==> src/rtl/gpio_port_pkg.sv <==
package gpio_port_pkg;
    localparam int unsigned PORT_W   = 8;
    localparam int unsigned ADDR_W   = 8;
    localparam int unsigned OFS_DATA = 8'h08;
    localparam int unsigned OFS_DIR  = 8'h0C;
    localparam int unsigned TX_BIT   = 0;

    typedef enum logic [1:0] {
        SEL_NONE = 2'd0,
        SEL_DATA = 2'd1,
        SEL_DIR  = 2'd2
    } reg_sel_e;

    typedef struct packed {
        logic [PORT_W-1:0] latch;
        logic [PORT_W-1:0] dir;
    } port_state_t;

    function automatic logic pick_bit(input logic use_latch, input logic lat, input logic pin);
        return use_latch ? lat : pin;
    endfunction
endpackage

==> src/rtl/gpio_port_sync.sv <==
module gpio_port_sync #(
    parameter int unsigned W = 8
) (
    input  logic         clk,
    input  logic         rst,
    input  logic [W-1:0] din,
    output logic [W-1:0] q
);
    logic [W-1:0] stage1;
    logic [W-1:0] stage2;
    logic [1:0]   since_rst;

    always_ff @(posedge clk) begin
        if (rst) begin
            stage1    <= '0;
            stage2    <= '0;
            since_rst <= '0;
        end else begin
            stage1 <= din;
            stage2 <= stage1;
            if (since_rst != 2'd2) since_rst <= since_rst + 2'd1;
        end
    end

    assign q = stage2;

    // the value seen now is the input from exactly two edges ago
    a_r8_two_stage: assert property (@(posedge clk) disable iff (rst)
        (since_rst == 2'd2) |-> (q == $past(din, 2)));
endmodule

==> src/rtl/gpio_port_regs.sv <==
module gpio_port_regs
    import gpio_port_pkg::*;
#(
    parameter int unsigned W        = PORT_W,
    parameter int unsigned AW       = ADDR_W,
    parameter int unsigned DATA_OFS = OFS_DATA,
    parameter int unsigned DIR_OFS  = OFS_DIR
) (
    input  logic          clk,
    input  logic          rst,
    input  logic          bus_wr,
    input  logic [AW-1:0] bus_addr,
    input  logic [W-1:0]  bus_wdata,
    input  logic [W-1:0]  pin_level,
    output logic [W-1:0]  bus_rdata,
    output logic [W-1:0]  latch_q,
    output logic [W-1:0]  dir_q
);
    localparam logic [AW-1:0] A_DATA = AW'(DATA_OFS);
    localparam logic [AW-1:0] A_DIR  = AW'(DIR_OFS);

    reg_sel_e    sel;
    port_state_t st;
    logic [W-1:0] port_view;

    always_comb begin
        if (bus_addr == A_DATA)     sel = SEL_DATA;
        else if (bus_addr == A_DIR) sel = SEL_DIR;
        else                        sel = SEL_NONE;
    end

    always_ff @(posedge clk) begin
        if (rst) begin
            st <= '0;
        end else if (bus_wr) begin
            case (sel)
                SEL_DATA: st.latch <= bus_wdata;
                SEL_DIR:  st.dir   <= bus_wdata;
                default:  ;
            endcase
        end
    end

    assign latch_q = st.latch;
    assign dir_q   = st.dir;

    for (genvar i = 0; i < W; i++) begin : g_view
        assign port_view[i] = pick_bit(st.dir[i], st.latch[i], pin_level[i]);
    end

    always_comb begin
        case (sel)
            SEL_DATA: bus_rdata = port_view;
            SEL_DIR:  bus_rdata = st.dir;
            default:  bus_rdata = '0;
        endcase
    end

    a_r1_reset_clear: assert property (@(posedge clk)
        rst |=> (latch_q == '0 && dir_q == '0));
    a_r2_dir_write: assert property (@(posedge clk) disable iff (rst)
        (bus_wr && bus_addr == A_DIR) |=> (dir_q == $past(bus_wdata)));
    a_r3_latch_write: assert property (@(posedge clk) disable iff (rst)
        (bus_wr && bus_addr == A_DATA) |=> (latch_q == $past(bus_wdata)));
    a_r9_unmapped_write: assert property (@(posedge clk) disable iff (rst)
        (bus_wr && bus_addr != A_DATA && bus_addr != A_DIR) |=> ($stable(latch_q) && $stable(dir_q)));
    a_r9_unmapped_read: assert property (@(posedge clk) disable iff (rst)
        (bus_addr != A_DATA && bus_addr != A_DIR) |-> (bus_rdata == '0));
endmodule

==> src/rtl/gpio_port_pads.sv <==
module gpio_port_pads #(
    parameter int unsigned W     = 8,
    parameter int unsigned SHARE = 0
) (
    input  logic         clk,
    input  logic         rst,
    input  logic [W-1:0] latch_q,
    input  logic [W-1:0] dir_q,
    input  logic         ser_en,
    input  logic         ser_txd,
    output logic [W-1:0] pin_out,
    output logic [W-1:0] pin_oe
);
    for (genvar i = 0; i < W; i++) begin : g_pin
        if (i == SHARE) begin : g_shared
            assign pin_out[i] = ser_en ? ser_txd : latch_q[i];
            assign pin_oe[i]  = ser_en | dir_q[i];
        end else begin : g_plain
            assign pin_out[i] = latch_q[i];
            assign pin_oe[i]  = dir_q[i];
        end
    end

    a_r5_tx_takeover: assert property (@(posedge clk) disable iff (rst)
        ser_en |-> (pin_oe[SHARE] && pin_out[SHARE] == ser_txd));
    a_r4_oe_from_dir: assert property (@(posedge clk) disable iff (rst)
        !ser_en |-> (pin_oe == dir_q));
    a_r6_gpio_out: assert property (@(posedge clk) disable iff (rst)
        !ser_en |-> (pin_out == latch_q));
endmodule

==> src/rtl/gpio_port_ovr.sv <==
module gpio_port_ovr
    import gpio_port_pkg::*;
#(
    parameter int unsigned W        = PORT_W,
    parameter int unsigned AW       = ADDR_W,
    parameter int unsigned DATA_OFS = OFS_DATA,
    parameter int unsigned DIR_OFS  = OFS_DIR,
    parameter int unsigned SHARE    = TX_BIT
) (
    input  logic          clk,
    input  logic          rst,
    input  logic          bus_wr,
    input  logic [AW-1:0] bus_addr,
    input  logic [W-1:0]  bus_wdata,
    output logic [W-1:0]  bus_rdata,
    input  logic [W-1:0]  pin_in,
    output logic [W-1:0]  pin_out,
    output logic [W-1:0]  pin_oe,
    input  logic          ser_en,
    input  logic          ser_txd
);
    logic [W-1:0] pin_level;
    logic [W-1:0] latch_q;
    logic [W-1:0] dir_q;

    gpio_port_sync #(.W(W)) u_sync (
        .clk(clk), .rst(rst), .din(pin_in), .q(pin_level)
    );

    gpio_port_regs #(.W(W), .AW(AW), .DATA_OFS(DATA_OFS), .DIR_OFS(DIR_OFS)) u_regs (
        .clk(clk), .rst(rst), .bus_wr(bus_wr), .bus_addr(bus_addr),
        .bus_wdata(bus_wdata), .pin_level(pin_level), .bus_rdata(bus_rdata),
        .latch_q(latch_q), .dir_q(dir_q)
    );

    gpio_port_pads #(.W(W), .SHARE(SHARE)) u_pads (
        .clk(clk), .rst(rst), .latch_q(latch_q), .dir_q(dir_q),
        .ser_en(ser_en), .ser_txd(ser_txd), .pin_out(pin_out), .pin_oe(pin_oe)
    );

    // a pin turning into an output already carries its latch value
    a_r10_no_glitch: assert property (@(posedge clk) disable iff (rst)
        ($rose(pin_oe[1])) |-> (pin_out[1] == latch_q[1]));
endmodule

==> config.mk <==
export PLATFORM = sky130hd
export DESIGN_NAME = gpio_port_ovr
export DESIGN_NICKNAME = d
export VERILOG_FILES = /design/src/rtl/gpio_port_pkg.sv /design/src/rtl/gpio_port_sync.sv /design/src/rtl/gpio_port_regs.sv /design/src/rtl/gpio_port_pads.sv /design/src/rtl/gpio_port_ovr.sv
export SDC_FILE = /design/constraint.sdc
export NUM_CORES = 1
export LEC_CHECK = 0
export CAP_MARGIN = 20
export CELL_PAD_IN_SITES_DETAIL_PLACEMENT = 1
export CELL_PAD_IN_SITES_GLOBAL_PLACEMENT = 2
export CORE_UTILIZATION = 26
export DETAILED_ROUTE_END_ITERATION = 16
export PLACE_DENSITY_LB_ADDON = 0.3
export SLEW_MARGIN = 10
export SYNTH_ARGS = -nofsm -noshare
export SYNTH_HDL_FRONTEND = slang
export SYNTH_SLANG_ARGS = --single-unit
==> constraint.sdc <==
create_clock -name clk -period 1.65 [get_ports clk]
set_clock_uncertainty 0.15 [all_clocks]
set_input_delay 0.33 -clock clk [delete_from_list [all_inputs] [get_ports clk]]
set_output_delay 0.33 -clock clk [all_outputs]
set_load 0.01 [all_outputs]
* Word level (Yosys, flattened, before mapping)
Index checks and enable logic that the tools add are counted.
** Cells by class
- Bitwise operators :: 1
- Reduce and logical (&&, ||, !) cells :: 2
- Multiplexer cells :: 12
- Eq/ne operators :: 4
** Operators by type and width (count)
- $eq 8x4->1 const B :: 2
- $pmux 8 s2 :: 1
- $mux 1 :: 9
- $mux 2 :: 2
- $reduce_and 2->1 :: 2
- $eq 2x1->1 const B :: 1
- $eq 2x2->1 const B :: 1
- $or 1x1->1 :: 1
** Word-level totals
- Input port bits :: 29
- Word-level logic and storage cells :: 23
- Bits in registers :: 32

* Longest topological paths before layout
Gate-level depths: netlist of the first run.
- Depth in word-level cells :: 5
- Depth in mapped cells :: 4
- Depth with buffers taken out :: 3

* Cells and area by module
A second synthesis of the first run with hierarchy kept.
** Second synthesis, totals
- Cell total of the unflattened synthesis :: 139
- Area, all modules :: 1452.6 µm²
** Modules (own cells, without submodules)
- gpio_port_regs :: seq. area each 320.3 µm², cells each 90, area each 862.1 µm², instances 1
- gpio_port_sync :: seq. area each 320.3 µm², cells each 33, area each 464.2 µm², instances 1
- gpio_port_pads :: seq. area each 0.0 µm², cells each 16, area each 126.4 µm², instances 1

* Worst setup path before layout of the first run
OpenSTA, ideal clock, no wires.
- Path kind :: input port to output port
- Start :: input bus_addr[2]
- End :: output bus_rdata[4]
- Arrival :: 1.131 ns
- Path slack :: 0.039 ns
- Cell stages on the path :: 3
- Path through :: clkbuf_1 > or3b_2 > a21oi_1
** Between the ends
- Longest elaborated chain between the ends :: 5
** Ends and longest elaborated chain
- start: declaration :: line gpio_port_ovr.sv:13 : input logic [AW-1:0] bus_addr,
- $eq 8x4->1 :: line gpio_port_regs.sv:28 : else if (bus_addr == A_DIR) sel = SEL_DIR;
- $mux 2 :: line gpio_port_regs.sv:28
- $mux 2 * :: line gpio_port_regs.sv:27 : if (bus_addr == A_DATA) sel = SEL_DATA;
- $eq 2x2->1 / $eq 2x1->1 (equally long branches) :: line gpio_port_regs.sv:52 : case (sel)
- $pmux 8 s2 * :: line gpio_port_regs.sv:52
- end: declaration :: line gpio_port_ovr.sv:15 : output logic [W-1:0] bus_rdata,
Every way passes the cells marked *; elsewhere a longest branch is shown, timed or not.

* Worst setup path in the final report of the first run
- Start :: register u_sync.stage2[6], in the netlist u_sync.q[6]
- End :: output bus_rdata[6]
** Between the ends
- Longest elaborated chain between the ends :: 2
** Ends and longest elaborated chain
- start: declaration :: line gpio_port_sync.sv:10 : logic [W-1:0] stage2;
- start signal: assignment :: line gpio_port_sync.sv:20 : stage2 <= stage1;
- $mux 1 :: line gpio_port_pkg.sv:20 : return use_latch ? lat : pin;
- $pmux 8 s2 :: line gpio_port_regs.sv:52
No other way between the ends.

==> reports/results.ini, run 1 <==
[global_routing]
grt.overflow.total=0
grt_pass1_vias=1241
grt_max_degree=41
grt_util_all_layers_pct=12.69
antenna_found_initial=0
grt_first_pass_wirelength_um=5692

[synth]
synth_area_leaders=dfxtp_1, mux2i_1, nand2b_1, buf_4, nor2b_1
yosysMostFrequentCell=dfxtp_1
async_flop_share_pct=0
yosysUniqueCellTypes=17
synth-seq-cells=32
synthesis.area_um2=1421
synth_edf_count=0
seq_area_frac_synth_pct=45.07
yosysTopAreaCell=dfxtp_1
avgSynthCellArea_um2=10.23
yosysTopAreaCellShare_pct=45.07
synth_commonest_cells=dfxtp_1, nand2b_1, mux2i_1, nor2b_1, buf_4
postSynthNetCount=168
yosys_warnings=0
syn-instance-count=139
synth_ff_type=dfxtp_1

[setup_path]
r2r-end=u_regs.dir_q[4]
worstPathRequired_ns=1.17
slowest_stage=or3b_4
cp_cell_sequence=or3b_4, a21oi_2, buf_2
slowest_delay_ns=0.37
cp-end-kind=output pin
rrSetupSlack_ns=0.80
worst_setup_path_start_kind=flip-flop
ff2ff_path_depth=3
r2r-start=u_regs.dir_q[4]
cp_max_fo=1
cp.arrival_ns=1.26
criticalPathCategory=reg -> out

[clocking]
cts.clk_slew.worst_paths_ns=0.06
clk_root_buffer_cell=clkbuf_8
cts.sinks=32
clock_latency_ns=0.27
numCtsBuffers=5
cts_tree=yes
htreeDepth=2
clock_tree.buffer_depth=2
ctsHoldBuffers=0

[routing]
vias=1150
firstDrtPassIters=3
postRouteAntennaNets=0
first_iter_violations=21
wire_per_inst_um=12.76
drc=0
wl_um=3457
viasPerCell=4.244

[power]
pwr-share-comb_pct=10.5
netSwitchingPower_uw=317.9
p_per_area_nw_per_um2=713.1
ir_worst_vdd_mv=0.4232
power.internal_mw=1.239
power.share.switching_pct=20.42
pwr-share-clk_pct=38.4
p_seq_share_pct=51.1
cellLeakagePower_nw=1.017

[sta]
fin_ws_ns=-0.09235
slew_viol_final=0
relSlewSlack_pct=78.99
min_period_ns=1.742
setup_viol=8
post-route-period-util_pct=105.6
tns_ns=-0.5995
hold_violations=0
rsz0062_at_grt=true
worst_pin_slew_ns=0.3118
fmax_mhz=573.9

[floorplan]
dieHeight_um=75.94
num_rows=26
core_um2=5172
pin_count=53
die_w_um=75.94
initial_utilization_pct=27.48
die_area_um2=5766

[hold_path]
worstHoldPathType=reg -> reg
hold_end=u_sync.q[6]
min_from=u_sync.stage1[6]
worstHoldPathCells=1

[cells_and_area]
instances_no_fill=271
diodes=0
synthToLayoutAreaGrowth_pct=53.61
nets=229
final_cell_area_um2=2183
utilization_pct=42.21
drive_gt1_share_pct=36.82

[status]
failed_checks=negative setup slack
outcome=finished with violations

[placed_design]
numPortBuffers=52
dp_cells=259
dpl_cell_area_um2=2042
hpwl_um=2482
place_congestion=0.7236

[flow_run]
max-cap-violations=0

[metrics by stage]
| stage | setup WS [ns] | hold WS [ns] | power, mW |
|---|---|---|---|
| floorplan | 0.03885 | 0.2638 | 0.8655 |
| global placement | -0.9050 | 0.2751 | 0.9656 |
| detailed placement | -0.9139 | 0.2813 | 0.9700 |
| CTS | -0.1019 | 0.2933 | 1.582 |
| global route | -0.1536 | 0.3033 | 1.633 |
| finish | -0.09235 | 0.2887 | 1.557 |
[worst max path at each step]
stage                              end  cells after the start            start  slack, ns
after global placement    bus_rdata[1]                      5      bus_addr[2]      -0.91
after CTS                 bus_rdata[1]                      3  u_regs.dir_q[1]      -0.10
after floorplan           bus_rdata[4]                      3      bus_addr[2]       0.04
final                     bus_rdata[6]                      3      u_sync.q[6]      -0.09
after global routing      bus_rdata[4]                      6      bus_addr[5]      -0.15
after detailed placement  bus_rdata[0]                      5      bus_addr[2]      -0.91
[flip-flops by register name, summed over array words and instances, names as in the netlist]
name	cells
u_regs.latch_q	8
u_sync.q	8
u_sync.stage1	8
u_regs.dir_q	8
[worst max-delay path: cells and delay by family, from the launching register on]
family | cells | cell delay, ns
AND/OR/NAND/NOR | 1 | 0.37
AO/OA/AOI/OAI | 1 | 0.15
flip-flops | 1 | 0.32
buffers and inverters | 1 | 0.14
[power by group through the flow]
stage | Clock, mW | Sequential [mW] | Combinational (mW)
2_1_floorplan | 0 | 0.811 | 0.0550
3_3_place_gp | 0 | 0.812 | 0.154
3_5_place_dp | 0 | 0.813 | 0.157
4_1_cts | 0.626 | 0.795 | 0.161
5_1_grt | 0.660 | 0.796 | 0.176
6_report | 0.598 | 0.795 | 0.164
[kinds of logic after synthesis]
group / count (synthesis) / synth area share, %
flip-flops: 32 / 45.07
multiplexers: 17 / 12.06
buffers and inverters: 20 / 9.507
AO/OA/AOI/OAI: 16 / 5.634
AND/OR/NAND/NOR: 54 / 27.73
[layout by cell type, fill, tap and decap left out, drive strengths merged]
master         count
a21oi              8
buf               36
clkbuf            10
clkdlybuf4s15      1
clkdlybuf4s50     19
dfxtp             32
dlygate4sd2       16
mux2               1
mux2i             16
nand2              1
nand2b            24
nand4              1
nand4b             1
nor2b             16
nor3b              1
nor4               1
o21ai              8
or2                1
or3b               8
[what timing repair did]
item	4_1_cts	5_1_grt
pin swaps	18	3
setup endpoints to repair	37	25
setup buffers	5	1
gates resized for setup	108	8
[per-layer routing]
layer | vias to the layer above | global-route usage (%) | routed length, um
li1 | 569 | - | -
met1 | 543 | 13.49 | 1426
met2 | 33 | 23.18 | 1790
met3 | 5 | 3.855 | 196
met4 | 0 | 5.192 | 44
met5 | - | 0 | 0
[layout make-up]
type / count / area (um2)
clock buffers: 8 / 90.09
fillers: 575 / 2989
multi-input cells: 87 / 709.4
flip-flops and latches: 32 / 651.9
well taps: 70 / 87.58
repair buffers: 74 / 644.4
(Power assumes the default switching activity.)
==> run 2: changes to the inputs <==
- GPL_ROUTABILITY_DRIVEN: not set -> 0
==> results of run 2 <==
No change in the layout: final DEF, timing and power equal those of run 1.
